===== src/rtl/ksum_pkg.sv =====
package ksum_pkg;

  localparam int unsigned KS_CRC_W = 8;
  localparam logic [KS_CRC_W-1:0] KS_POLY     = 8'h07;
  localparam logic [KS_CRC_W-1:0] KS_FOLD     = 8'h55;
  localparam logic [15:0]         KS_SEED_PAT = 16'hAA55;

  typedef enum logic [1:0] {
    ST_IDLE  = 2'd0,
    ST_LOAD  = 2'd1,
    ST_SHIFT = 2'd2
  } ks_state_e;

  // strobe byte mixed into every word after the first
  function automatic logic [KS_CRC_W-1:0] ks_strobe(input int unsigned idx);
    case (idx)
      1:       ks_strobe = 8'h03;
      2:       ks_strobe = 8'h18;
      3:       ks_strobe = 8'hC0;
      default: ks_strobe = 8'h00;
    endcase
  endfunction

endpackage


===== src/rtl/ks_rst_sync.sv =====
module ks_rst_sync (
  input  logic clk,
  input  logic rst_n,
  output logic rst_sync_n
);
  logic [1:0] sync_q;

  always_ff @(posedge clk or negedge rst_n) begin
    if (!rst_n) sync_q <= 2'b00;
    else        sync_q <= {sync_q[0], 1'b1};
  end

  assign rst_sync_n = sync_q[1];
endmodule


===== src/rtl/ks_seq.sv =====
module ks_seq
  import ksum_pkg::*;
#(
  parameter int unsigned NUM_WORDS = 4,
  parameter int unsigned WORD_W    = 32,
  localparam int unsigned IDX_W    = $clog2(NUM_WORDS),
  localparam int unsigned BIT_W    = $clog2(WORD_W)
) (
  input  logic             clk,
  input  logic             rst_n,
  input  logic             start_i,
  output logic             busy_o,
  output logic             done_o,
  output logic             load_o,
  output logic             shift_o,
  output logic             last_bit_o,
  output logic [IDX_W-1:0] word_idx_o
);
  localparam logic [BIT_W-1:0] LAST_BIT  = BIT_W'(WORD_W - 1);
  localparam logic [IDX_W-1:0] LAST_WORD = IDX_W'(NUM_WORDS - 1);

  ks_state_e        state_q, state_d;
  logic [IDX_W-1:0] word_q, word_d;
  logic [BIT_W-1:0] bit_q, bit_d;
  logic             done_q, done_d;

  always_comb begin
    state_d = state_q;
    word_d  = word_q;
    bit_d   = bit_q;
    done_d  = 1'b0;
    case (state_q)
      ST_IDLE: begin
        if (start_i) begin
          state_d = ST_LOAD;
          word_d  = '0;
        end
      end
      ST_LOAD: begin
        state_d = ST_SHIFT;
        bit_d   = '0;
      end
      ST_SHIFT: begin
        bit_d = bit_q + 1'b1;
        if (bit_q == LAST_BIT) begin
          if (word_q == LAST_WORD) begin
            state_d = ST_IDLE;
            done_d  = 1'b1;
          end else begin
            word_d  = word_q + 1'b1;
            state_d = ST_LOAD;
          end
        end
      end
      default: state_d = ST_IDLE;
    endcase
  end

  always_ff @(posedge clk or negedge rst_n) begin
    if (!rst_n) begin
      state_q <= ST_IDLE;
      word_q  <= '0;
      bit_q   <= '0;
      done_q  <= 1'b0;
    end else begin
      state_q <= state_d;
      word_q  <= word_d;
      bit_q   <= bit_d;
      done_q  <= done_d;
    end
  end

  assign busy_o     = (state_q != ST_IDLE);
  assign done_o     = done_q;
  assign load_o     = (state_q == ST_LOAD);
  assign shift_o    = (state_q == ST_SHIFT);
  assign last_bit_o = shift_o && (bit_q == LAST_BIT);
  assign word_idx_o = word_q;
endmodule


===== src/rtl/ks_whiten.sv =====
module ks_whiten
  import ksum_pkg::*;
#(
  parameter int unsigned NUM_WORDS = 4,
  parameter int unsigned WORD_W    = 32,
  localparam int unsigned IDX_W    = $clog2(NUM_WORDS),
  localparam int unsigned KEY_W    = NUM_WORDS * WORD_W,
  localparam int unsigned LANES    = WORD_W / KS_CRC_W
) (
  input  logic [KEY_W-1:0]    key_i,
  input  logic [IDX_W-1:0]    word_idx_i,
  input  logic [KS_CRC_W-1:0] crc_prev_i,
  output logic [WORD_W-1:0]   word_o
);
  logic [WORD_W-1:0]   raw_word;
  logic [WORD_W-1:0]   chain_mask;
  logic [WORD_W-1:0]   seed_mask;
  logic [KS_CRC_W-1:0] strobe;

  assign raw_word  = key_i[word_idx_i*WORD_W +: WORD_W];
  assign strobe    = ks_strobe(int'(word_idx_i));
  assign seed_mask = {(WORD_W/16){KS_SEED_PAT}};

  // odd byte lanes carry the strobe, even lanes the running checksum
  for (genvar g = 0; g < LANES; g++) begin : g_lane
    if (g % 2 == 1) begin : g_strobe
      assign chain_mask[g*KS_CRC_W +: KS_CRC_W] = strobe;
    end else begin : g_chain
      assign chain_mask[g*KS_CRC_W +: KS_CRC_W] = crc_prev_i;
    end
  end

  assign word_o = raw_word ^ ((word_idx_i == '0) ? seed_mask : chain_mask);
endmodule


===== src/rtl/ks_crc_core.sv =====
module ks_crc_core
  import ksum_pkg::*;
#(
  parameter int unsigned WORD_W = 32
) (
  input  logic                clk,
  input  logic                rst_n,
  input  logic                load_i,
  input  logic                shift_i,
  input  logic                last_i,
  input  logic [WORD_W-1:0]   word_i,
  output logic [KS_CRC_W-1:0] crc_o
);
  logic [WORD_W-1:0]   sh_q, sh_d;
  logic [KS_CRC_W-1:0] crc_q, crc_d;
  logic [KS_CRC_W-1:0] stepped;
  logic                fb;

  assign fb      = crc_q[KS_CRC_W-1] ^ sh_q[WORD_W-1];
  assign stepped = {crc_q[KS_CRC_W-2:0], 1'b0} ^ (fb ? KS_POLY : '0);

  always_comb begin
    sh_d  = sh_q;
    crc_d = crc_q;
    if (load_i) begin
      sh_d  = word_i;
      crc_d = '0;
    end else if (shift_i) begin
      sh_d  = {sh_q[WORD_W-2:0], 1'b0};
      crc_d = last_i ? (stepped ^ KS_FOLD) : stepped;
    end
  end

  always_ff @(posedge clk or negedge rst_n) begin
    if (!rst_n) begin
      sh_q  <= '0;
      crc_q <= '0;
    end else if (load_i || shift_i) begin
      sh_q  <= sh_d;
      crc_q <= crc_d;
    end
  end

  assign crc_o = crc_q;
endmodule


===== src/rtl/ksum_engine.sv =====
module ksum_engine
  import ksum_pkg::*;
#(
  parameter int unsigned NUM_WORDS = 4,
  parameter int unsigned WORD_W    = 32,
  localparam int unsigned IDX_W    = $clog2(NUM_WORDS),
  localparam int unsigned KEY_W    = NUM_WORDS * WORD_W
) (
  input  logic                clk,
  input  logic                rst_n,
  input  logic                start_i,
  input  logic [KEY_W-1:0]    key_i,
  output logic                busy_o,
  output logic                done_o,
  output logic [KS_CRC_W-1:0] result_o
);
  logic             rst_core_n;
  logic             load, shift, last_bit;
  logic [IDX_W-1:0] word_idx;
  logic [WORD_W-1:0] white_word;
  logic [KS_CRC_W-1:0] crc;

  ks_rst_sync u_rst (
    .clk        (clk),
    .rst_n      (rst_n),
    .rst_sync_n (rst_core_n)
  );

  ks_seq #(.NUM_WORDS(NUM_WORDS), .WORD_W(WORD_W)) u_seq (
    .clk        (clk),
    .rst_n      (rst_core_n),
    .start_i    (start_i),
    .busy_o     (busy_o),
    .done_o     (done_o),
    .load_o     (load),
    .shift_o    (shift),
    .last_bit_o (last_bit),
    .word_idx_o (word_idx)
  );

  ks_whiten #(.NUM_WORDS(NUM_WORDS), .WORD_W(WORD_W)) u_whiten (
    .key_i      (key_i),
    .word_idx_i (word_idx),
    .crc_prev_i (crc),
    .word_o     (white_word)
  );

  ks_crc_core #(.WORD_W(WORD_W)) u_core (
    .clk     (clk),
    .rst_n   (rst_core_n),
    .load_i  (load),
    .shift_i (shift),
    .last_i  (last_bit),
    .word_i  (white_word),
    .crc_o   (crc)
  );

  assign result_o = crc;
endmodule


===== config.mk =====
export PLATFORM = sky130hd
export DESIGN_NAME = ksum_engine
export DESIGN_NICKNAME = d
export VERILOG_FILES = /design/src/rtl/ksum_pkg.sv /design/src/rtl/ks_rst_sync.sv /design/src/rtl/ks_seq.sv /design/src/rtl/ks_whiten.sv /design/src/rtl/ks_crc_core.sv /design/src/rtl/ksum_engine.sv
export SDC_FILE = /design/constraint.sdc
export NUM_CORES = 1
export LEC_CHECK = 0
export BUFFER_PORTS_ARGS = -buffer_cell sky130_fd_sc_hd__clkbuf_2
export CAP_MARGIN = 25
export CELL_PAD_IN_SITES_DETAIL_PLACEMENT = 0
export CELL_PAD_IN_SITES_GLOBAL_PLACEMENT = 2
export CORE_MARGIN = 2
export CORE_UTILIZATION = 27
export CTS_CLUSTER_DIAMETER = 30
export DETAILED_ROUTE_END_ITERATION = 6
export GPL_TIMING_DRIVEN = 0
export HOLD_SLACK_MARGIN = 0.02
export PLACE_DENSITY_LB_ADDON = 0.12
export SLEW_MARGIN = 20
export SYNTH_ARGS = -nofsm -noshare
export SYNTH_HDL_FRONTEND = slang
export SYNTH_SLANG_ARGS = --single-unit

===== constraint.sdc =====
create_clock -name clk -period 1.5 [get_ports clk]
set_input_delay 0.075 -clock clk [delete_from_list [all_inputs] [get_ports clk]]
set_output_delay 0.075 -clock clk [all_outputs]
set_load 0.02 [all_outputs]

==> results.md <==
- Cell area power density: 2230 nW/µm²
- Mapped Cells: 319
- Final worst path period share: 119%
- Max-slew headroom: 53.3%
- Post-synthesis cell area: 3570 µm²
- Final WL: 12,300 µm
- Core Box Area: 12,800 µm²
- Post-layout util: 42.3%
- CP required: 1.67 ns
- Die H: 119 µm
- CP startpoint: u_seq.word_idx_o[0]$_DFFE_PN0P_
- Crit path max fanout: 5
- Mean Syn Cell Area: 11.2 µm²
- Synth unique cells: 34
- Starting Density: 27.9%
- Static leakage: 2.48 nW
- Setup TNS: -6.04 ns
- Worst hold path type: input port to async pin
- F_max: 559 MHz
- CTS buffer count: 5
- Critical path arrival: 1.96 ns
- Port Buf Inserts: 140
- Placed Cells: 631
- Unrepaired setup endpoints after global routing: true
- Maximum clock insertion buffer count: 2
- Post-route cell area: 5400 µm²
- Layout cells sized above 1: 56.8%
- Final Slew Violations: 0
- Clock skew: 0.00455 ns
- Ant diodes: 0
- Worst reg2reg startpoint: u_seq.word_idx_o[0]$_DFFE_PN0P_
- Critical Path Source Type: flip-flop
- Detailed-route via count: 3,246
- Slew at the pin with the worst max-slew slack: 0.701 ns
- Drt first pass iters: 4
- Hold_ws: 0.102 ns
- Register area share after synthesis: 36.5%
- Worst-case reg-to-reg path depth: 6
- Worst-skew pair later-pin latency: 0.29 ns
- Status: finished with violations
- Nets@finish: 639
- CP Class: flip-flop to flip-flop
- Violated checks: negative setup slack
- Routability cong.: 0.715
- Vias per inst: 4.84
- First-pass GRT wire length: 19,200 µm
- Synthesized net count: 460
- Peak supply drop: 0.805 mV
- Final setup violation count: 36
- Initial antenna violation count: 0
- Pin count of the biggest net entering global routing: 51
- Num Clock Sinks: 52
- H-tree levels: 2
- Post-route ant nets: 0
- CTS tree: done
- DR DRC count: 0
- Max_cap viols: 0
- GRT Total Usage: 17.6%
- Most frequent cells in the layout: clkbuf_2 (143), dfrtp_1 (50), mux4_2 (32)
- Tot Pwr: 12.1 mW
- Final cell count without fillers: 670
- Grt ovf: 0
- Die ar.: 14,100 µm²
- Warnings from Yosys: 0
- Crit path capture type: flip-flop
- Min Tclk post-route: 1.79 ns
- Initial DRC Count: 156
- Area grow syn2layout: 51.4%
- Placed cell areas: 4650 µm²
- Setup WS post-layout: -0.288 ns
- R2r endpoint: u_core.sh_q[31]$_DFFE_PN0P_
- Rows: 41
- DPL Wire Length: 9080 µm
- Number of synthesized register bits: 52
- WL/cell: 18.4 µm
- IO Pins: 141
- Hold Violations, Final: 0
- Root Buffer: clkbuf_16
- Pre-CTS setup slack: -0.674 ns
- Vias in the first global route: 3,352
- Flop-to-flop setup slack: -0.29 ns
- Die Wd: 119 µm
- Most common cell after layout, fill and taps aside: clkbuf_2
- Clock transition at path regs: 0.07 ns
==> layer usage <==
metal | routed length [µm] | vias to the layer above | track usage, %
li1 | - | 1528 | -
met1 | 5740 | 1595 | 24.7
met2 | 5840 | 119 | 28.6
met3 | 657 | 4 | 2.78
met4 | 112 | 0 | 4.09
met5 | 0 | - | 0
==> Yosys cell counts <==
| library cell | n | area [µm²] |
|---|---|---|
| nor2_1 | 17 | 63.8 |
| mux4_1 | 4 | 105 |
| nor2b_1 | 2 | 12.5 |
| a21o_1 | 9 | 67.6 |
| and3_1 | 2 | 12.5 |
| buf_6 | 2 | 22.5 |
| buf_12 | 1 | 20.0 |
| buf_2 | 6 | 30.0 |
| nand3_1 | 4 | 20.0 |
| a22o_1 | 3 | 26.3 |
| xor2_1 | 12 | 105 |
| conb_1 | 1 | 3.75 |
| o2bb2ai_1 | 3 | 26.3 |
| nand2b_1 | 1 | 6.26 |
| mux2_2 | 1 | 11.3 |
| o21ai_0 | 18 | 90.1 |
| clkbuf_1 | 13 | 48.8 |
| buf_1 | 1 | 3.75 |
| nand3b_1 | 7 | 52.6 |
| o22ai_1 | 2 | 12.5 |
| o221a_2 | 1 | 11.3 |
| mux2i_1 | 4 | 40.0 |
| or3_1 | 14 | 87.6 |
| inv_1 | 33 | 124 |
| ha_1 | 10 | 125 |
| a22oi_1 | 1 | 7.51 |
| nand2_1 | 7 | 26.3 |
| xnor2_1 | 24 | 210 |
| mux4_2 | 28 | 631 |
| o31ai_1 | 3 | 22.5 |
| a21oi_1 | 13 | 65.1 |
| dfrtp_1 | 52 | 1300 |
| o221ai_1 | 19 | 166 |
| buf_4 | 1 | 7.51 |
==> cells by family (layout without fill, tap and decap cells) <==
kind of cell	count (synthesis)	after routing	share of synthesized area [%]
other cells	1	1	0.105
buf+inv	57	236	7.19
flops	52	52	36.5
fa+ha+maj	10	10	3.51
xor+xnor	36	36	8.84
simple gates	54	54	7.89
mux	37	37	22.1
compound gates	72	72	13.9
==> registers in the layout, indices dropped and copies added (netlist names) <==
| name | count |
|---|---|
| u_core.sh_q | 32 |
| u_core.crc_o | 8 |
| u_seq.bit_q | 5 |
| u_rst.sync_q | 2 |
| u_seq.state_q | 2 |
| u_seq.word_idx_o | 2 |
| u_seq.done_o | 1 |
==> critical path: stages (launching register included) <==
cell     delay, ns
dfrtp_2       0.43
buf_12        0.15
buf_12        0.12
mux4_2        0.53
xnor2_1       0.14
mux2i_1       0.20
a21oi_1       0.10
==> power by group <==
part | switching (mW) | internal, mW | total [mW] | leakage (nW)
registers | 0.406 | 2.02 | 2.43 | 0.658
logic | 4.28 | 4.24 | 8.52 | 1.76
clock network | 0.507 | 0.609 | 1.12 | 0.0667
==> cell type report <==
class / instances / area, µm²
buffer: 23 / 269
clock buffer: 6 / 129
clock inverter: 1 / 5.00
fill: 1281 / 7370
inverter: 33 / 133
multi-input combinational: 210 / 2290
sequential: 52 / 1310
tap: 172 / 215
timing repair buffer: 173 / 1050
==> how the worst max path moves through the flow <==
stage | to | slack (ns) | cells past startpoint
3_3_place_gp | u_core.sh_q[3]$_DFFE_PN0P_ | -0.66 | 5
3_5_place_dp | u_core.sh_q[22]$_DFFE_PN0P_ | -0.67 | 5
6_report | u_core.sh_q[31]$_DFFE_PN0P_ | -0.29 | 6
2_1_floorplan | u_core.sh_q[6]$_DFFE_PN0P_ | -0.13 | 5
4_1_cts | u_core.sh_q[31]$_DFFE_PN0P_ | -0.30 | 6
5_1_grt | u_core.sh_q[31]$_DFFE_PN0P_ | -0.36 | 6
==> repair_timing <==
action,4_1_cts,5_1_grt
buffers inserted,17,12
hold endpoints to repair,2,0
gates resized for setup,55,34
pin swaps,19,19
gates cloned,4,0
setup endpoints to repair,48,47
hold buffers,1,0
Power figures use the tool's default switching activity.
